**config.mk**
```make
export PLATFORM = sky130hd
export DESIGN_NAME = dma_req_arbiter
export DESIGN_NICKNAME = d
export VERILOG_FILES = /design/src/rtl/dma_arb_pkg.sv /design/src/rtl/dma_prio_enc.sv /design/src/rtl/dma_req_mask.sv /design/src/rtl/dma_class_pick.sv /design/src/rtl/dma_req_arbiter.sv
export SDC_FILE = /design/constraint.sdc
export NUM_CORES = 1
export LEC_CHECK = 0
export CORE_ASPECT_RATIO = 0.6
export CORE_MARGIN = 8
export CORE_UTILIZATION = 25
export DETAILED_ROUTE_END_ITERATION = 6
export MAX_ROUTING_LAYER = met4
export SKIP_CTS_REPAIR_TIMING = 1
export SLEW_MARGIN = 20
export SYNTH_ARGS = -nofsm -noshare
export SYNTH_HDL_FRONTEND = slang
export SYNTH_HIERARCHICAL = 1
export SYNTH_SLANG_ARGS = --single-unit
```
**constraint.sdc**
```tcl
create_clock -name clk -period 1.8 [get_ports clk]
set_input_delay 0.18 -clock clk [delete_from_list [all_inputs] [get_ports clk]]
set_output_delay 0.18 -clock clk [all_outputs]
set_load 0.02 [all_outputs]
```
**src/rtl/dma_arb_pkg.sv**
```systemverilog
package dma_arb_pkg;
    typedef enum logic [2:0] {
        ST_IDLE,
        ST_REQUEST,
        ST_WAIT_GNT,
        ST_ACK,
        ST_XFER,
        ST_RELEASE
    } arb_state_t;
endpackage

```
**src/rtl/dma_prio_enc.sv**
```systemverilog
// Lowest-index-first priority encoder.
module dma_prio_enc #(
    parameter int N  = 8,
    localparam int IW = (N > 1) ? $clog2(N) : 1
) (
    input  logic [N-1:0]  vec,
    output logic          hit,
    output logic [IW-1:0] idx
);
    always_comb begin
        hit = |vec;
        idx = '0;
        for (int i = N - 1; i >= 0; i--) begin
            if (vec[i]) idx = IW'(i);
        end
    end
endmodule

```
**src/rtl/dma_req_mask.sv**
```systemverilog
// Merges internal and external request sources and applies the enables.
module dma_req_mask #(
    parameter int NUM_CH   = 8,
    parameter int EXT_CH_A = 0,
    parameter int EXT_CH_B = 4
) (
    input  logic [NUM_CH-1:0] ch_req,
    input  logic [1:0]        ext_req,
    input  logic [NUM_CH-1:0] ch_en,
    output logic [NUM_CH-1:0] live
);
    for (genvar g = 0; g < NUM_CH; g++) begin : g_ch
        if (g == EXT_CH_A) begin : g_ext_a
            assign live[g] = (ch_req[g] | ext_req[0]) & ch_en[g];
        end else if (g == EXT_CH_B) begin : g_ext_b
            assign live[g] = (ch_req[g] | ext_req[1]) & ch_en[g];
        end else begin : g_int
            assign live[g] = ch_req[g] & ch_en[g];
        end
    end
endmodule

```
**src/rtl/dma_class_pick.sv**
```systemverilog
// Snoop class first, then lowest channel number within the class.
module dma_class_pick #(
    parameter int NUM_CH = 8,
    localparam int IW    = (NUM_CH > 1) ? $clog2(NUM_CH) : 1
) (
    input  logic [NUM_CH-1:0] live,
    input  logic [NUM_CH-1:0] snoop,
    output logic              any,
    output logic [IW-1:0]     win_idx,
    output logic              win_snoop
);
    logic          s_hit, a_hit;
    logic [IW-1:0] s_idx, a_idx;

    dma_prio_enc #(.N(NUM_CH)) u_snoop_enc (
        .vec (live & snoop),
        .hit (s_hit),
        .idx (s_idx)
    );

    dma_prio_enc #(.N(NUM_CH)) u_gen_enc (
        .vec (live & ~snoop),
        .hit (a_hit),
        .idx (a_idx)
    );

    assign any       = s_hit | a_hit;
    assign win_snoop = s_hit;
    assign win_idx   = s_hit ? s_idx : a_idx;
endmodule

```
**src/rtl/dma_req_arbiter.sv**
```systemverilog
module dma_req_arbiter
    import dma_arb_pkg::*;
#(
    parameter int NUM_CH   = 8,
    parameter int EXT_CH_A = 0,
    parameter int EXT_CH_B = 4
) (
    input  logic              clk,
    input  logic              rst_n,
    input  logic [NUM_CH-1:0] ch_req,
    input  logic [1:0]        ext_req,
    input  logic [NUM_CH-1:0] ch_en,
    input  logic [NUM_CH-1:0] ch_snoop,
    input  logic              bus_grant,
    input  logic              rel_req,
    input  logic              unit_done,
    input  logic              unit_last,
    output logic              snoop_req,
    output logic              gen_req,
    output logic [NUM_CH-1:0] ch_ack,
    output logic [1:0]        ext_ack
);
    localparam int IW = (NUM_CH > 1) ? $clog2(NUM_CH) : 1;

    arb_state_t    st, st_nxt;
    logic [NUM_CH-1:0] live;
    logic          any_live, pick_snoop;
    logic [IW-1:0] pick_idx;
    logic [IW-1:0] win_q;
    logic          cls_q;

    dma_req_mask #(
        .NUM_CH   (NUM_CH),
        .EXT_CH_A (EXT_CH_A),
        .EXT_CH_B (EXT_CH_B)
    ) u_mask (
        .ch_req  (ch_req),
        .ext_req (ext_req),
        .ch_en   (ch_en),
        .live    (live)
    );

    dma_class_pick #(.NUM_CH(NUM_CH)) u_pick (
        .live      (live),
        .snoop     (ch_snoop),
        .any       (any_live),
        .win_idx   (pick_idx),
        .win_snoop (pick_snoop)
    );

    // Next-state logic
    always_comb begin
        st_nxt = st;
        unique case (st)
            ST_IDLE:     if (any_live)  st_nxt = ST_REQUEST;
            ST_REQUEST:                 st_nxt = ST_WAIT_GNT;
            ST_WAIT_GNT: if (bus_grant) st_nxt = ST_ACK;
            ST_ACK:                     st_nxt = ST_XFER;
            ST_XFER:     if (unit_done && (unit_last || rel_req))
                                        st_nxt = ST_RELEASE;
            ST_RELEASE:  if (!bus_grant) st_nxt = ST_IDLE;
            default:                    st_nxt = ST_IDLE;
        endcase
    end

    // State register; winner latched only on leaving IDLE
    always_ff @(posedge clk or negedge rst_n) begin
        if (!rst_n) begin
            st    <= ST_IDLE;
            win_q <= '0;
            cls_q <= 1'b0;
        end else begin
            st <= st_nxt;
            if (st == ST_IDLE && any_live) begin
                win_q <= pick_idx;
                cls_q <= pick_snoop;
            end
        end
    end

    // Outputs
    always_comb begin
        logic holding;
        holding   = (st == ST_REQUEST) || (st == ST_WAIT_GNT) ||
                    (st == ST_ACK)     || (st == ST_XFER);
        snoop_req = holding &&  cls_q;
        gen_req   = holding && !cls_q;
        ch_ack    = '0;
        if (st == ST_ACK) ch_ack[win_q] = 1'b1;
        ext_ack   = {ch_ack[EXT_CH_B], ch_ack[EXT_CH_A]};
    end
endmodule

```
==> metrics.csv, run 1 <==
stage;metric;value;unit
grt;first-pass GRT wire length;4080;um
floorplanning;die span in x;88.4;um
route;met3 WL;168;um
sta;worst max-slew margin expressed relative to the limit;70.2;%
floorplanning;die height;59.5;um
route;WL/cell;13.9;um
route;post-detailed-route via-to-cell ratio;4.35;
finish;area taken by multi-input logic gates;742;um2
floorplanning;ports placed on the boundary;44;
clock_tree;buffer type at the clock tree root;sky130_fd_sc_hd__clkbuf_8;
power;maximum vdd ir drop;0.000673;V
floorplanning;die footprint;5260;um2
sta;max-slew violation total from the final report;0;
clock_tree;Max Root-Sink Buffers;2;
finish;post-route cell area;1690;um2
grt;initial antenna violation count;0;
finish;Fill cells;254;
clock_tree;clock tree from TritonCTS;done;
synth;syn_area_per_cell;8.03;um2
route;first-pass iteration count of the detailed router;4;
clock_tree;TritonCTS Buffers;3;
finish;Post-layout nets;195;
sta;final setup violation count;0;
sta;hold slack;0.222;ns
power;leakage power;1.10;nW
synth;multiplexer share of the synthesized area;10.0;%
critical_path;Data arrival, critical path;1.52;ns
sta;time the final worst path needs with I/O delays and setup;1.70;ns
power;power per cell area;804;nW/um2
critical_path;critical path cell sequence;nand3b_1, or2_2, nor2_1, dlymetal6s2s_1;
route;total via count after detailed routing;888;
run_status;status;completed;
critical_path;Critical Path RT;1.62;ns
synth;most used standard cells in the synthesized netlist;16 x sky130_fd_sc_hd__nor2_1, 15 x sky130_fd_sc_hd__and2_1, 12 x sky130_fd_sc_hd__nor2b_1;
critical_path;slowest cell on the critical path;sky130_fd_sc_hd__dfrtp_1;
sta;final hold vios;0;
worst_hold_path;Tightest Hold Check Type;in2async;
sta;setup repair after global routing missed its margin;yes;
synth;Yosys warning total;6;
synth;adder and majority gate portion of the synthesized area;0;%
grt;remaining global-route overflow;0;
critical_path;highest fanout seen on the critical path;4;
clock_tree;htree depth;1;
sta;Final Cycle Share;94.2;%
sta;Least-Margin Pin Slew;0.445;ns
clock_tree;clk_lat worst skew;0.23;ns
critical_path;kind of start point of the critical path;flop;
route;number of design rule violations left after detail routing;0;
route;routed metal-1 wire length;1380;um
grt;aggregate global-route resource usage;10.4;%
floorplanning;effective utilization at floorplan;26.9;%
synth;largest cells by area after synthesis;sky130_fd_sc_hd__dfrtp_1 22%, sky130_fd_sc_hd__and2_1 12%, sky130_fd_sc_hd__nor2b_1 9.5%;
synth;main combinational cell family by area after synthesis;simple AND/OR/NAND/NOR gates;
synth;count of flip-flops with a built-in enable after synthesis;0;
clock_tree;clock-pin slew reported for the worst setup and hold paths after clock tree synthesis;0.04;ns
route;Max Used Layer;met3;
finish;area growth from synthesis to layout;115;%
finish;number of antenna repair diodes;0;
synth;Net Count, Synth;130;
place;placed wire-length estimate after detailed placement;2180;um
sta;maximum achievable frequency;0.590;GHz
critical_path;startpoint-to-endpoint class of the critical path;reg2out;
synth;Post-Synth Simple-Gate Area;49.1;%
floorplanning;Row Count;15;
floorplanning;Core ar.;2930;um2
synth;most frequently used flop master after synthesis;sky130_fd_sc_hd__dfrtp_1;
synth;XOR/XNOR share of the synthesized area;2.23;%
critical_path;first element of the critical path;st[2]$_DFFE_PN0P_;
critical_path;startpoint of the worst-slack reg-to-reg timing path;st[1]$_DFFE_PN0P_;
synth;Synth area leader;sky130_fd_sc_hd__dfrtp_1;
synth;leading cell type by number of instances after synthesis;sky130_fd_sc_hd__nor2_1;
grt;number of global-route vias before repair;884;
place;number of buffer cells added on primary ports;43;
critical_path;slowest cell delay on critical path;0.36;ns
finish;fraction of layout cells with a size suffix above 1;38.9;%
power;Total Power Consumption;0.00136;W
finish;sequential standard cell area;175;um2
place;post-place instance area;1380;um2
sta;Setup Skew;0.00291;ns
synth;fraction of registers with async set/reset;100;%
clock_tree;Sink Count;7;
synth;gate count of the mapped netlist;98;
route;count of nets left with antenna violations after detail routing;0;
route;Detailed Route Iter0 Violations;34;
critical_path;kind of capture point of the worst setup path;primary output;
run;# Max-Cap Violations;0;
route;wire length on met2;1290;um
grt;pin count of the biggest net entering global routing;9;
synth;cell area after synthesis;787;um2
synth;sequential-to-total area share from yosys stat;22.3;%
route;routed wire length;2840;um
synth;post-synth cell types;30;
synth;compound-gate portion of the synthesized area;12.9;%
synth;post-synth top area share;22.3;%
synth;Yosys reg bits;7;
place;final weighted congestion in routability-driven placement;0.774;
-- area by class of cell --
type	instances	area share, %
clock buffers	4	2.66
repair buffers	63	39.7
inverters	2	0.443
flip-flops and latches	7	10.3
multi-input cells	86	43.8
well taps	42	3.10
-- critical path: cells and delay by family (launching register included) --
family / cells / cell delay (ns)
simple gates: 3 / 0.68
flops: 1 / 0.36
buf+inv: 1 / 0.25
-- flip-flops by register name (all words and copies together) (netlist names) --
| register | count |
|---|---|
| st | 3 |
| cls_q | 1 |
| win_q | 3 |
-- report_power, final --
group          total [W]  internal, W  switching [W]
clock network   0.000222     0.000153      0.0000686
registers       0.000293     0.000228      0.0000651
logic           0.000847     0.000484       0.000363
total            0.00136     0.000866       0.000496
-- metal layers --
layer | global-route usage, % | vias up
li1 | - | 466
met1 | 13.7 | 400
met2 | 14.6 | 22
met3 | 4.15 | 0
met4 | 1.43 | 0
met5 | - | -
-- per-stage QoR --
stage	cells	util (%)	setup slack, ns	TNS, ns
floorplan	98	-	0.0540	0
global placement	196	47.0	-0.402	-2.04
detailed placement	196	47.0	-0.477	-2.41
CTS	200	48.5	-0.292	-3.82
global route	204	57.9	-0.000535	-0.000535
finish	204	57.9	0.104	0
-- cell usage in the layout (no fill, tap or decap), types with 2 or more instances in the layout --
cell,n
sky130_fd_sc_hd__dlymetal6s2s_1,37
sky130_fd_sc_hd__buf_4,19
sky130_fd_sc_hd__and2_4,14
sky130_fd_sc_hd__nor2_1,12
sky130_fd_sc_hd__dfrtp_1,7
sky130_fd_sc_hd__nor2b_4,6
sky130_fd_sc_hd__nor2b_1,5
sky130_fd_sc_hd__clkdlybuf4s50_1,5
sky130_fd_sc_hd__o21ai_0,4
sky130_fd_sc_hd__mux2_4,4
sky130_fd_sc_hd__nand2b_1,3
sky130_fd_sc_hd__clkbuf_8,3
sky130_fd_sc_hd__xnor2_1,2
sky130_fd_sc_hd__o21a_1,2
sky130_fd_sc_hd__mux2_1,2
sky130_fd_sc_hd__nor2_4,2
sky130_fd_sc_hd__a21boi_0,2
sky130_fd_sc_hd__inv_1,2
sky130_fd_sc_hd__a21oi_1,2
sky130_fd_sc_hd__o21bai_1,2
sky130_fd_sc_hd__nor4_4,2
sky130_fd_sc_hd__and3b_1,2
sky130_fd_sc_hd__nand3_2,2
sky130_fd_sc_hd__nor2_2,2
-- cells by family after synthesis --
| group | count (synthesis) |
|---|---|
| muxes | 7 |
| DFF | 7 |
| xor gates and xnor gates | 2 |
| and+or+nand+nor | 62 |
| AOI/OAI and AO/OA | 15 |
| buffers and inverters | 5 |
-- worst paths after layout --
path	end	slack (ns)	depth (start not counted)
max	ext_ack[1]	0.10	4
min	win_q[1]$_DFFE_PN0P_	0.22	1
max reg2reg	win_q[2]$_DFFE_PN0P_	0.28	3
min reg2reg	win_q[0]$_DFFE_PN0P_	0.54	1
max in group asynchronous	st[2]$_DFFE_PN0P_	1.33	1
min in group clk	win_q[0]$_DFFE_PN0P_	0.54	1
(Power assumes the default switching activity.)
==> run 2, diff against run 1 <==
ABC_AREA = 0   (was unset)
TNS_END_PERCENT = 50   (was unset)
==> results of run 2 <==
Same layout as run 1: the final DEF is identical, and so are final timing and power.
